<file path="src/rtl/tagval_bist_pkg.sv">
package tagval_bist_pkg;

    localparam int WAY_TAG_W  = 23;
    localparam int PAIR_W     = 2 * WAY_TAG_W;
    localparam int VAL_W      = 16;
    localparam int FULL_IDX_W = 11;
    localparam int GRP_W      = 2;
    localparam int GAP_W      = 4;
    localparam int FA_W       = GRP_W + GAP_W + FULL_IDX_W;
    localparam int CMP_W      = 65;
    localparam int CMP_PAD    = CMP_W - PAIR_W - VAL_W;
    localparam int HALF_SPLIT = 32;

    typedef enum logic [2:0] {
        PH_IDLE,
        PH_WR_BG,
        PH_RD_BG,
        PH_WR_INV,
        PH_RD_INV,
        PH_FLUSH,
        PH_DONE
    } phase_e;

    function automatic logic [FA_W-1:0] pack_fail_addr(
        input logic [GRP_W-1:0]      grp,
        input logic [FULL_IDX_W-1:0] addr
    );
        return {grp, {GAP_W{1'b0}}, addr};
    endfunction

endpackage

</file>
<file path="src/rtl/tagval_seq.sv">
module tagval_seq
    import tagval_bist_pkg::*;
#(
    parameter int IDX_W = 6
) (
    input  logic             clk,
    input  logic             rst_n,
    input  logic             start,
    output logic [GRP_W-1:0] step,
    output logic [IDX_W-1:0] idx,
    output logic             busy,
    output logic             done,
    output logic             clear,
    output logic             req,
    output logic             we,
    output logic             inv
);

    localparam logic [IDX_W-1:0] IDX_LAST  = '1;
    localparam logic [GRP_W-1:0] STEP_LAST = '1;

    typedef struct packed {
        phase_e           phase;
        logic [GRP_W-1:0] step;
        logic [IDX_W-1:0] idx;
    } seq_t;

    seq_t seq_q, seq_d;

    always_comb begin
        seq_d = seq_q;
        unique case (seq_q.phase)
            PH_IDLE: begin
                if (start) begin
                    seq_d.phase = PH_WR_BG;
                    seq_d.step  = '0;
                    seq_d.idx   = '0;
                end
            end
            PH_WR_BG: begin
                if (seq_q.idx == IDX_LAST) begin
                    seq_d.phase = PH_RD_BG;
                    seq_d.idx   = '0;
                end else begin
                    seq_d.idx = seq_q.idx + 1'b1;
                end
            end
            PH_RD_BG: begin
                seq_d.phase = PH_WR_INV;
            end
            PH_WR_INV: begin
                if (seq_q.idx == IDX_LAST) begin
                    seq_d.phase = PH_RD_INV;
                end else begin
                    seq_d.idx   = seq_q.idx + 1'b1;
                    seq_d.phase = PH_RD_BG;
                end
            end
            PH_RD_INV: begin
                if (seq_q.idx == '0) begin
                    if (seq_q.step == STEP_LAST) begin
                        seq_d.phase = PH_FLUSH;
                    end else begin
                        seq_d.step  = seq_q.step + 1'b1;
                        seq_d.phase = PH_WR_BG;
                    end
                end else begin
                    seq_d.idx = seq_q.idx - 1'b1;
                end
            end
            PH_FLUSH: seq_d.phase = PH_DONE;
            PH_DONE:  seq_d.phase = PH_IDLE;
            default:  seq_d.phase = PH_IDLE;
        endcase
    end

    always_ff @(posedge clk or negedge rst_n) begin
        if (!rst_n) begin
            seq_q <= '{phase: PH_IDLE, step: '0, idx: '0};
        end else begin
            seq_q <= seq_d;
        end
    end

    assign step  = seq_q.step;
    assign idx   = seq_q.idx;
    assign busy  = (seq_q.phase != PH_IDLE);
    assign done  = (seq_q.phase == PH_DONE);
    assign clear = (seq_q.phase == PH_IDLE) && start;
    assign req   = (seq_q.phase == PH_WR_BG) || (seq_q.phase == PH_RD_BG) ||
                   (seq_q.phase == PH_WR_INV) || (seq_q.phase == PH_RD_INV);
    assign we    = (seq_q.phase == PH_WR_BG) || (seq_q.phase == PH_WR_INV);
    assign inv   = (seq_q.phase == PH_WR_INV) || (seq_q.phase == PH_RD_INV);

    // the end-of-run strobe never lasts two cycles
    a_r9_done_one_cycle: assert property (@(posedge clk) disable iff (!rst_n)
        done |=> !done);

    // each ascending read is followed by the inverse write at the same index
    a_r7_read_then_invert: assert property (@(posedge clk) disable iff (!rst_n)
        (seq_q.phase == PH_RD_BG) |=> ((seq_q.phase == PH_WR_INV) && $stable(seq_q.idx)));

endmodule

</file>
<file path="src/rtl/tagval_addr.sv">
module tagval_addr
    import tagval_bist_pkg::*;
#(
    parameter int IDX_W = 6
) (
    input  logic [IDX_W-1:0]      idx,
    input  logic [FULL_IDX_W-1:0] scramble,
    output logic [FULL_IDX_W-1:0] addr
);

    localparam logic [FULL_IDX_W-1:0] SWEEP_MASK = FULL_IDX_W'((1 << IDX_W) - 1);

    always_comb begin
        addr = (scramble & ~SWEEP_MASK) | (FULL_IDX_W'(idx) & SWEEP_MASK);
    end

endmodule

</file>
<file path="src/rtl/tagval_cmp.sv">
module tagval_cmp
    import tagval_bist_pkg::*;
#(
    parameter logic [PAIR_W-1:0] BG_TAG = {PAIR_W/2{2'b01}},
    parameter logic [VAL_W-1:0]  BG_VAL = {VAL_W/2{2'b01}}
) (
    input  logic                  clk,
    input  logic                  rst_n,
    input  logic                  clear,
    input  logic                  issue_rd,
    input  logic                  issue_inv,
    input  logic [FULL_IDX_W-1:0] issue_addr,
    input  logic [GRP_W-1:0]      issue_grp,
    input  logic [PAIR_W-1:0]     tag_rdata,
    input  logic [VAL_W-1:0]      val_rdata,
    output logic                  fail,
    output logic [FA_W-1:0]       fail_addr,
    output logic                  fail_half
);

    typedef struct packed {
        logic                  pend;
        logic                  inv;
        logic                  chk_val;
        logic [FULL_IDX_W-1:0] addr;
        logic [GRP_W-1:0]      grp;
        logic                  fail;
        logic [FA_W-1:0]       faddr;
        logic                  half;
    } cmp_t;

    cmp_t cmp_q, cmp_d;

    logic [PAIR_W-1:0] exp_tag;
    logic [VAL_W-1:0]  exp_val;
    logic [CMP_W-1:0]  diff;
    logic              hit;

    always_comb begin
        cmp_d         = cmp_q;
        cmp_d.pend    = issue_rd;
        cmp_d.inv     = issue_inv;
        cmp_d.chk_val = (issue_grp == '0);
        cmp_d.addr    = issue_addr;
        cmp_d.grp     = issue_grp;

        exp_tag = cmp_q.inv ? ~BG_TAG : BG_TAG;
        exp_val = cmp_q.inv ? ~BG_VAL : BG_VAL;
        diff    = {{CMP_PAD{1'b0}},
                   (cmp_q.chk_val ? (val_rdata ^ exp_val) : {VAL_W{1'b0}}),
                   (tag_rdata ^ exp_tag)};
        hit     = cmp_q.pend && (|diff);

        if (clear) begin
            cmp_d.fail  = 1'b0;
            cmp_d.faddr = '0;
            cmp_d.half  = 1'b0;
        end else if (hit) begin
            if (!cmp_q.fail) begin
                cmp_d.faddr = pack_fail_addr(cmp_q.grp, cmp_q.addr);
                cmp_d.half  = ~|diff[HALF_SPLIT-1:0];
            end
            cmp_d.fail = 1'b1;
        end
    end

    always_ff @(posedge clk or negedge rst_n) begin
        if (!rst_n) begin
            cmp_q <= '0;
        end else begin
            cmp_q <= cmp_d;
        end
    end

    assign fail      = cmp_q.fail;
    assign fail_addr = cmp_q.faddr;
    assign fail_half = cmp_q.half;

    // the sticky flag survives until a new run clears it
    a_r8_fail_sticky: assert property (@(posedge clk) disable iff (!rst_n)
        (fail && !clear) |=> fail);

    // later miscompares leave the captured record untouched
    a_r8_first_kept: assert property (@(posedge clk) disable iff (!rst_n)
        (fail && !clear) |=> ($stable(fail_addr) && $stable(fail_half)));

endmodule

</file>
<file path="src/rtl/tagval_bist.sv">
module tagval_bist
    import tagval_bist_pkg::*;
#(
    parameter int                IDX_W  = 6,
    parameter logic [PAIR_W-1:0] BG_TAG = {PAIR_W/2{2'b01}},
    parameter logic [VAL_W-1:0]  BG_VAL = {VAL_W/2{2'b01}}
) (
    input  logic                  clk,
    input  logic                  rst_n,
    input  logic                  start,
    input  logic [FULL_IDX_W-1:0] scramble,
    input  logic [PAIR_W-1:0]     tag_rdata,
    input  logic [VAL_W-1:0]      val_rdata,
    output logic                  busy,
    output logic                  done,
    output logic                  fail,
    output logic [FA_W-1:0]       fail_addr,
    output logic                  fail_half,
    output logic                  tag_cs,
    output logic                  tag_we,
    output logic [GRP_W-1:0]      tag_grp,
    output logic [FULL_IDX_W-1:0] tag_addr,
    output logic [PAIR_W-1:0]     tag_wdata,
    output logic                  val_cs,
    output logic                  val_we,
    output logic [FULL_IDX_W-1:0] val_addr,
    output logic [VAL_W-1:0]      val_wdata
);

    logic [GRP_W-1:0]      step;
    logic [IDX_W-1:0]      idx;
    logic                  clear;
    logic                  req;
    logic                  we;
    logic                  inv;
    logic [FULL_IDX_W-1:0] addr;

    tagval_seq #(.IDX_W(IDX_W)) u_seq (
        .clk   (clk),
        .rst_n (rst_n),
        .start (start),
        .step  (step),
        .idx   (idx),
        .busy  (busy),
        .done  (done),
        .clear (clear),
        .req   (req),
        .we    (we),
        .inv   (inv)
    );

    tagval_addr #(.IDX_W(IDX_W)) u_addr (
        .idx      (idx),
        .scramble (scramble),
        .addr     (addr)
    );

    tagval_cmp #(.BG_TAG(BG_TAG), .BG_VAL(BG_VAL)) u_cmp (
        .clk        (clk),
        .rst_n      (rst_n),
        .clear      (clear),
        .issue_rd   (req && !we),
        .issue_inv  (inv),
        .issue_addr (addr),
        .issue_grp  (step),
        .tag_rdata  (tag_rdata),
        .val_rdata  (val_rdata),
        .fail       (fail),
        .fail_addr  (fail_addr),
        .fail_half  (fail_half)
    );

    always_comb begin
        tag_cs    = req;
        tag_we    = we;
        tag_grp   = step;
        tag_addr  = addr;
        tag_wdata = inv ? ~BG_TAG : BG_TAG;
        val_cs    = req && (step == '0);
        val_we    = we;
        val_addr  = addr;
        val_wdata = inv ? ~BG_VAL : BG_VAL;
    end

    // way pairs are visited in rising order while accesses run back to back
    a_r1_grp_rising: assert property (@(posedge clk) disable iff (!rst_n)
        (tag_cs && $past(tag_cs)) |-> (tag_grp >= $past(tag_grp)));

    // once a later pair is under test the valid RAM stays deselected
    a_r3_valid_quiet_late: assert property (@(posedge clk) disable iff (!rst_n)
        (busy && (tag_grp != '0)) |=> !val_cs);

endmodule

</file>
<file path="config.mk">
export PLATFORM = sky130hd
export DESIGN_NAME = tagval_bist
export DESIGN_NICKNAME = d
export VERILOG_FILES = /design/src/rtl/tagval_bist_pkg.sv /design/src/rtl/tagval_seq.sv /design/src/rtl/tagval_addr.sv /design/src/rtl/tagval_cmp.sv /design/src/rtl/tagval_bist.sv
export SDC_FILE = /design/constraint.sdc
export NUM_CORES = 1
export LEC_CHECK = 0
export ABC_AREA = 1
export BUFFER_PORTS_ARGS = -buffer_cell sky130_fd_sc_hd__clkbuf_2
export CORE_ASPECT_RATIO = 1.25
export CORE_MARGIN = 3
export CORE_UTILIZATION = 40
export DETAILED_ROUTE_END_ITERATION = 8
export GPL_ROUTABILITY_DRIVEN = 0
export PLACE_DENSITY = 0.78
export SKIP_LAST_GASP = 1
export SLEW_MARGIN = 20
export SYNTH_ARGS = -nofsm -noshare
export SYNTH_HDL_FRONTEND = slang
export SYNTH_SLANG_ARGS = --single-unit
</file>
<file path="constraint.sdc">
create_clock -name clk -period 6.2 [get_ports clk]
set_input_delay 1.24 -clock clk [delete_from_list [all_inputs] [get_ports clk]]
set_output_delay 1.24 -clock clk [all_outputs]
set_load 0.01 [all_outputs]
</file>
== Word-level counts from Yosys, hierarchy flattened ==
Index checks and enable logic that the tools add are counted.

* Multiplexer cells: 20
* Add/sub/neg operators: 3
* Equal/unequal tests: 15
* Reduce and logical (&&, ||, !) cells: 24
* Bitwise gates (word level): 3

{| class="wikitable"
|+ Operators by type and width
! operator !! number
|-
| 46-bit 2-to-1 mux || 2
|-
| 62-bit OR reduction || 1
|-
| 16-bit 2-to-1 mux || 3
|-
| 46-bit bitwise XOR || 1
|-
| 19-bit 2-to-1 mux || 2
|-
| 32-bit OR reduction || 1
|-
| 6-bit one-hot mux with 4 select lines || 1
|-
| 18-bit 2-to-1 mux || 1
|-
| 6-bit 2-to-1 mux || 3
|-
| 3-bit one-hot mux with 6 select lines || 1
|-
| 16-bit bitwise XOR || 1
|-
| 11-bit 2-to-1 mux || 1
|-
| 11-bit by 6-bit bitwise OR with 11-bit output || 1
|-
| 2-bit inequality test, second input constant || 5
|-
| 3-bit == test, second input constant || 3
|-
| 3-bit 2-to-1 mux || 3
|-
| 4-bit AND reduction || 2
|-
| 6-bit by 1-bit adder with 6-bit output, second input constant || 1
|-
| 3-bit by 2-bit == test with 1-bit output, second input constant || 2
|-
| 6-bit == test, second input constant || 1
|-
| 6-bit zero test || 1
|-
| 6-bit by 1-bit subtractor with 6-bit output, second input constant || 1
|-
| 1-bit logical OR || 5
|-
| 5-bit 2-to-1 mux || 1
|-
| other kinds (15) || 21
|}

* Register bits after elaboration: 46
* Output and inout port bits: 111
* Input bits: 76
* Logic and storage cells: 76

== Logic depth before layout (Yosys ltp) ==
* Depth after elaboration: 7
* Gate-level depth with buffers: 14
* Gate-level depth less buffers: 12

== Cells and area by module ==
From an unflattened synthesis, not the netlist that was laid out.

* Cell total of the unflattened synthesis: 541
* Area total of the unflattened synthesis: 3721.1 µm²

{| class="wikitable"
|+ Modules (own cells, without submodules)
! module !! sequential area each (µm²) !! times used !! cells an instance !! area an instance (µm²)
|-
| tagval_cmp || 775.7 || 1 || 291 || 2040.7
|-
| tagval_seq || 275.3 || 1 || 160 || 1024.7
|-
| tagval_bist || 0.0 || 1 || 79 || 573.0
|-
| tagval_addr || 0.0 || 1 || 11 || 82.6
|}

== Worst setup path after synthesis ==
Ideal clock, no wire load.

* Path kind: register to output
* Start: register u_seq.seq_q[8] (netlist bit)
* End: output tag_wdata[11]
* Buffers on the path: 1
* Stages on the path, launching flop included: 8
* Path slack: 2053 ps
* Data required time: 4960 ps
* Data arrival time: 2907 ps
* Path through: dfrtp_1 -> inv_1 -> nor2_2 -> inv_1 -> nor2_1 -> nor2_1 -> inv_1 -> buf_4

* Word-level cells in the longest chain between the ends: 3
* Elaborated cells on any way between the ends: 4
* Classes of those cells: eq/ne (2); mux (1); reduce/logical (1)

{| class="wikitable"
|+ RTL lines
! item !! RTL line !! text
|-
| from (decl) || tagval_seq.sv:28 || <nowiki>seq_t seq_q, seq_d;</nowiki>
|-
| from (signal assigned) || tagval_seq.sv:79 || <nowiki>seq_q <= '{phase: PH_IDLE, step: '0, idx: '0};</nowiki>
|-
| from (signal assigned) || tagval_seq.sv:81 || <nowiki>seq_q <= seq_d;</nowiki>
|-
| 3-bit by 2-bit == test with 1-bit output or 3-bit == test (tied branches) || tagval_seq.sv:93 || <nowiki>assign inv = (seq_q.phase == PH_WR_INV) || (seq_q.phase == PH_RD_INV);</nowiki>
|-
| 1-bit logical OR * || tagval_seq.sv:93 ||
|-
| via inv || tagval_bist.sv:35 || <nowiki>logic inv;</nowiki>
|-
| 46-bit 2-to-1 mux * || tagval_bist.sv:78 || <nowiki>tag_wdata = inv ? ~BG_TAG : BG_TAG;</nowiki>
|-
| to (decl) || tagval_bist.sv:23 || <nowiki>output logic [PAIR_W-1:0] tag_wdata,</nowiki>
|}

Mark *: on every way through the listed nets, which the timed path passes. The rest lies on a longest branch.

== Worst setup path after layout ==
* Start: register u_seq.seq_q[8] (netlist bit)
* End: output tag_wdata[27]

* Word-level cells in the longest chain between the ends: 3
* Elaborated cells on any way between the ends: 4
* Classes of those cells: eq/ne (2); mux (1); reduce/logical (1)

{| class="wikitable"
|+ RTL lines
! item !! RTL line
|-
| 3-bit by 2-bit == test with 1-bit output or 3-bit == test (tied branches) || tagval_seq.sv:93
|-
| 1-bit logical OR * || tagval_seq.sv:93
|-
| 46-bit 2-to-1 mux * || tagval_bist.sv:78
|}

Every way passes the cells marked *; elsewhere a longest branch is shown, timed or not.

==> reports/results.ini <==
[clock_tree]
cts_made_buffers=5
cts_tree=built
insertion_delay_ns=0.30
cts_resized=0
clk_path_buf_depth=2
cts_setup_buffers=0
cts_root_buffer=clkbuf_8
cts_num_sinks=42
hold_buffers=0
htree_levels=2
clk_pin_slew_ns=0.08

[finish]
n_antenna_cell=0
final_common_cell=clkbuf_2
drive_above_1_share=0.3566
post-route-cell-area_sq_um=3696
syn_to_final_growth_pct=7.692
final_net_count=638
final_cell_mix=175 x clkbuf_2, 103 x nand2_1, 55 x nor2_1, 54 x inv_1, 42 x dfrtp_1
n_fill_cell=826

[run_status]
status=finished, final reports clean

[setup_path]
crit_fanout=32
criticalPathCategory=flip-flop to output pin
required_ns=4.96
critPathCaptureType=output pin
critPathLaunchType=flip-flop
arrival_ns=2.44

[timing]
hold_viol=0
skew_ns=0.007141
worstMarginPinSlew_ns=0.8902
rsz0062_at_grt=false
finalSetupViolations=0
relSlewSlack=0.4065
hold-worst-slack_ns=0.4645
period_share=0.5933
final.min_clock_period_ns=3.679
fin_tns_setup_ns=0
setup_slack_ns=2.521
finalMaxSlewViolations=0
fmax_mhz=271.8

[place]
port_buffers=176
place_ws_ns=2.789
hpwl_um=5825
place_area_sq_um=3596

[power]
power_frac_comb=0.578
pwr-share-seq=0.290
power.leakage_nw=2.225
power_density_nw_per_um2=374.6
vdd_ir_drop_max_mv=0.1891
p_switching_mw=0.6648
swShare=0.4801
clock_power_share=0.132
internal_power_mw=0.7198

[route]
drtIter0Drc=89
drc=0
vias=3018
ant_nets=0
wl_per_cell_um=10.96
drt_first_pass_iters=5
finalWirelength_um=7178
vias_per_cell=4.608

[die]
fp.dieArea_sq_um=9734
start_util=0.4142
die_h_um=109.6
coreArea_sq_um=8287
die_x_um=88.85
io_pins=187
rows=37

[logic_synthesis]
synth_cell_types=32
synth-seq-cells=42
yosysSeqAreaShare=0.3062
ys_warn_count=0
netlist_instances=483
ys_async_sr_fraction=1.000
synth_area_sq_um=3432
synth_ff_type=dfrtp_1
synth_edf_count=0
avgSynthCellArea_sq_um=7.106

[grt]
grt_max_degree=43
antenna_found_initial=0
grt_pass1_wl_um=10720
gr-total-overflow=0
grt_usage=0.1356
grt_pass1_vias=2602

[worst_hold_path]
hold_path.class=flip-flop to flip-flop

[run]
max_cap_viol_count=0

==> power by group through the flow <==
| stage | Combinational (mW) | Sequential, mW | Clock (mW) |
|---|---|---|---|
| 2_1_floorplan | 0.853 | 0.376 | 0 |
| 3_3_place_gp | 0.797 | 0.403 | 0 |
| 3_5_place_dp | 0.807 | 0.408 | 0 |
| 4_1_cts | 0.811 | 0.402 | 0.187 |
| 5_1_grt | 0.890 | 0.412 | 0.198 |
| 6_report | 0.800 | 0.402 | 0.183 |
==> worst max-delay path, cell delays in order (launching register included) <==
cell and delay, ns:
dfrtp_1 0.44, inv_1 0.10, nor2_2 0.25, inv_1 0.12, nor2_1 0.16, nor2_1 0.06, buf_4 0.21, inv_1 0.55
clkbuf_2 0.25
==> layout make-up <==
type                            count  area (sq um)  area share
Clock buffer                        6         82.58     0.02234
Tap cell                           97         121.4     0.03284
Multi-Input combinational cell    274          1326      0.3588
Timing Repair Buffer              177         888.4      0.2404
Inverter                           57         214.0     0.05789
Clock inverter                      2         12.51    0.003385
Sequential cell                    42          1051      0.2844
==> path summary, 6_finish.rpt <==
path / from / endpoint / slack (ns) / depth (start not counted)
min in group asynchronous: rst_n / u_cmp.fail_addr[10] / 1.06 / 1
max in group asynchronous: rst_n / u_cmp.cmp_q[19] / 4.58 / 1
worst max register to register: u_seq.seq_q[9] / u_seq.step[1] / 3.92 / 9
worst max-delay path: u_seq.seq_q[8] / tag_wdata[27] / 2.52 / 8
worst min-delay path: u_seq.step[1] / u_cmp.cmp_q[20] / 0.46 / 0
worst min register to register: u_seq.step[1] / u_cmp.cmp_q[20] / 0.46 / 0
==> metal layers <==
metal,part of all wire,GRT usage
met1,0.40,0.1477
met2,0.50,0.2585
met3,0.071,0.02249
met4,0.023,0.04644
met5,0,0
==> kinds of logic after synthesis <==
group / share of synthesized area
simple gates: 0.2847
buf+inv: 0.3121
flops: 0.3062
compound gates: 0.04958
xor+xnor: 0.02807
fa+ha+maj: 0.01823
other cells: 0.001093
==> through the flow <==
step,utilization,power [mW],std cells
2_1_floorplan,-,1.229,486
3_3_place_gp,0.4339,1.200,647
3_5_place_dp,0.4339,1.215,647
4_1_cts,0.4454,1.400,655
5_1_grt,0.4460,1.499,655
6_report,0.4460,1.385,655
==> synth_stat cells, drive strengths merged, types with 5 or more instances <==
| library cell | instances | area (sq um) |
|---|---|---|
| buf | 113 | 857.1 |
| nand2 | 105 | 404.1 |
| nor2 | 60 | 242.7 |
| inv | 57 | 214.0 |
| dfrtp | 42 | 1051 |
| nand3 | 35 | 192.7 |
| o21ai | 17 | 85.08 |
| nor3 | 11 | 55.05 |
| a21oi | 7 | 35.03 |
| xor2 | 7 | 61.31 |
| nand4 | 6 | 37.54 |
| ha | 5 | 62.56 |
==> flip-flops by register name (all words and copies together), names as in the netlist <==
register,flops
u_cmp.cmp_q,16
u_cmp.fail,1
u_cmp.fail_addr,13
u_cmp.fail_half,1
u_seq.idx,6
u_seq.seq_q,3
u_seq.step,2
No activity file was read; power rests on OpenSTA's default activity.
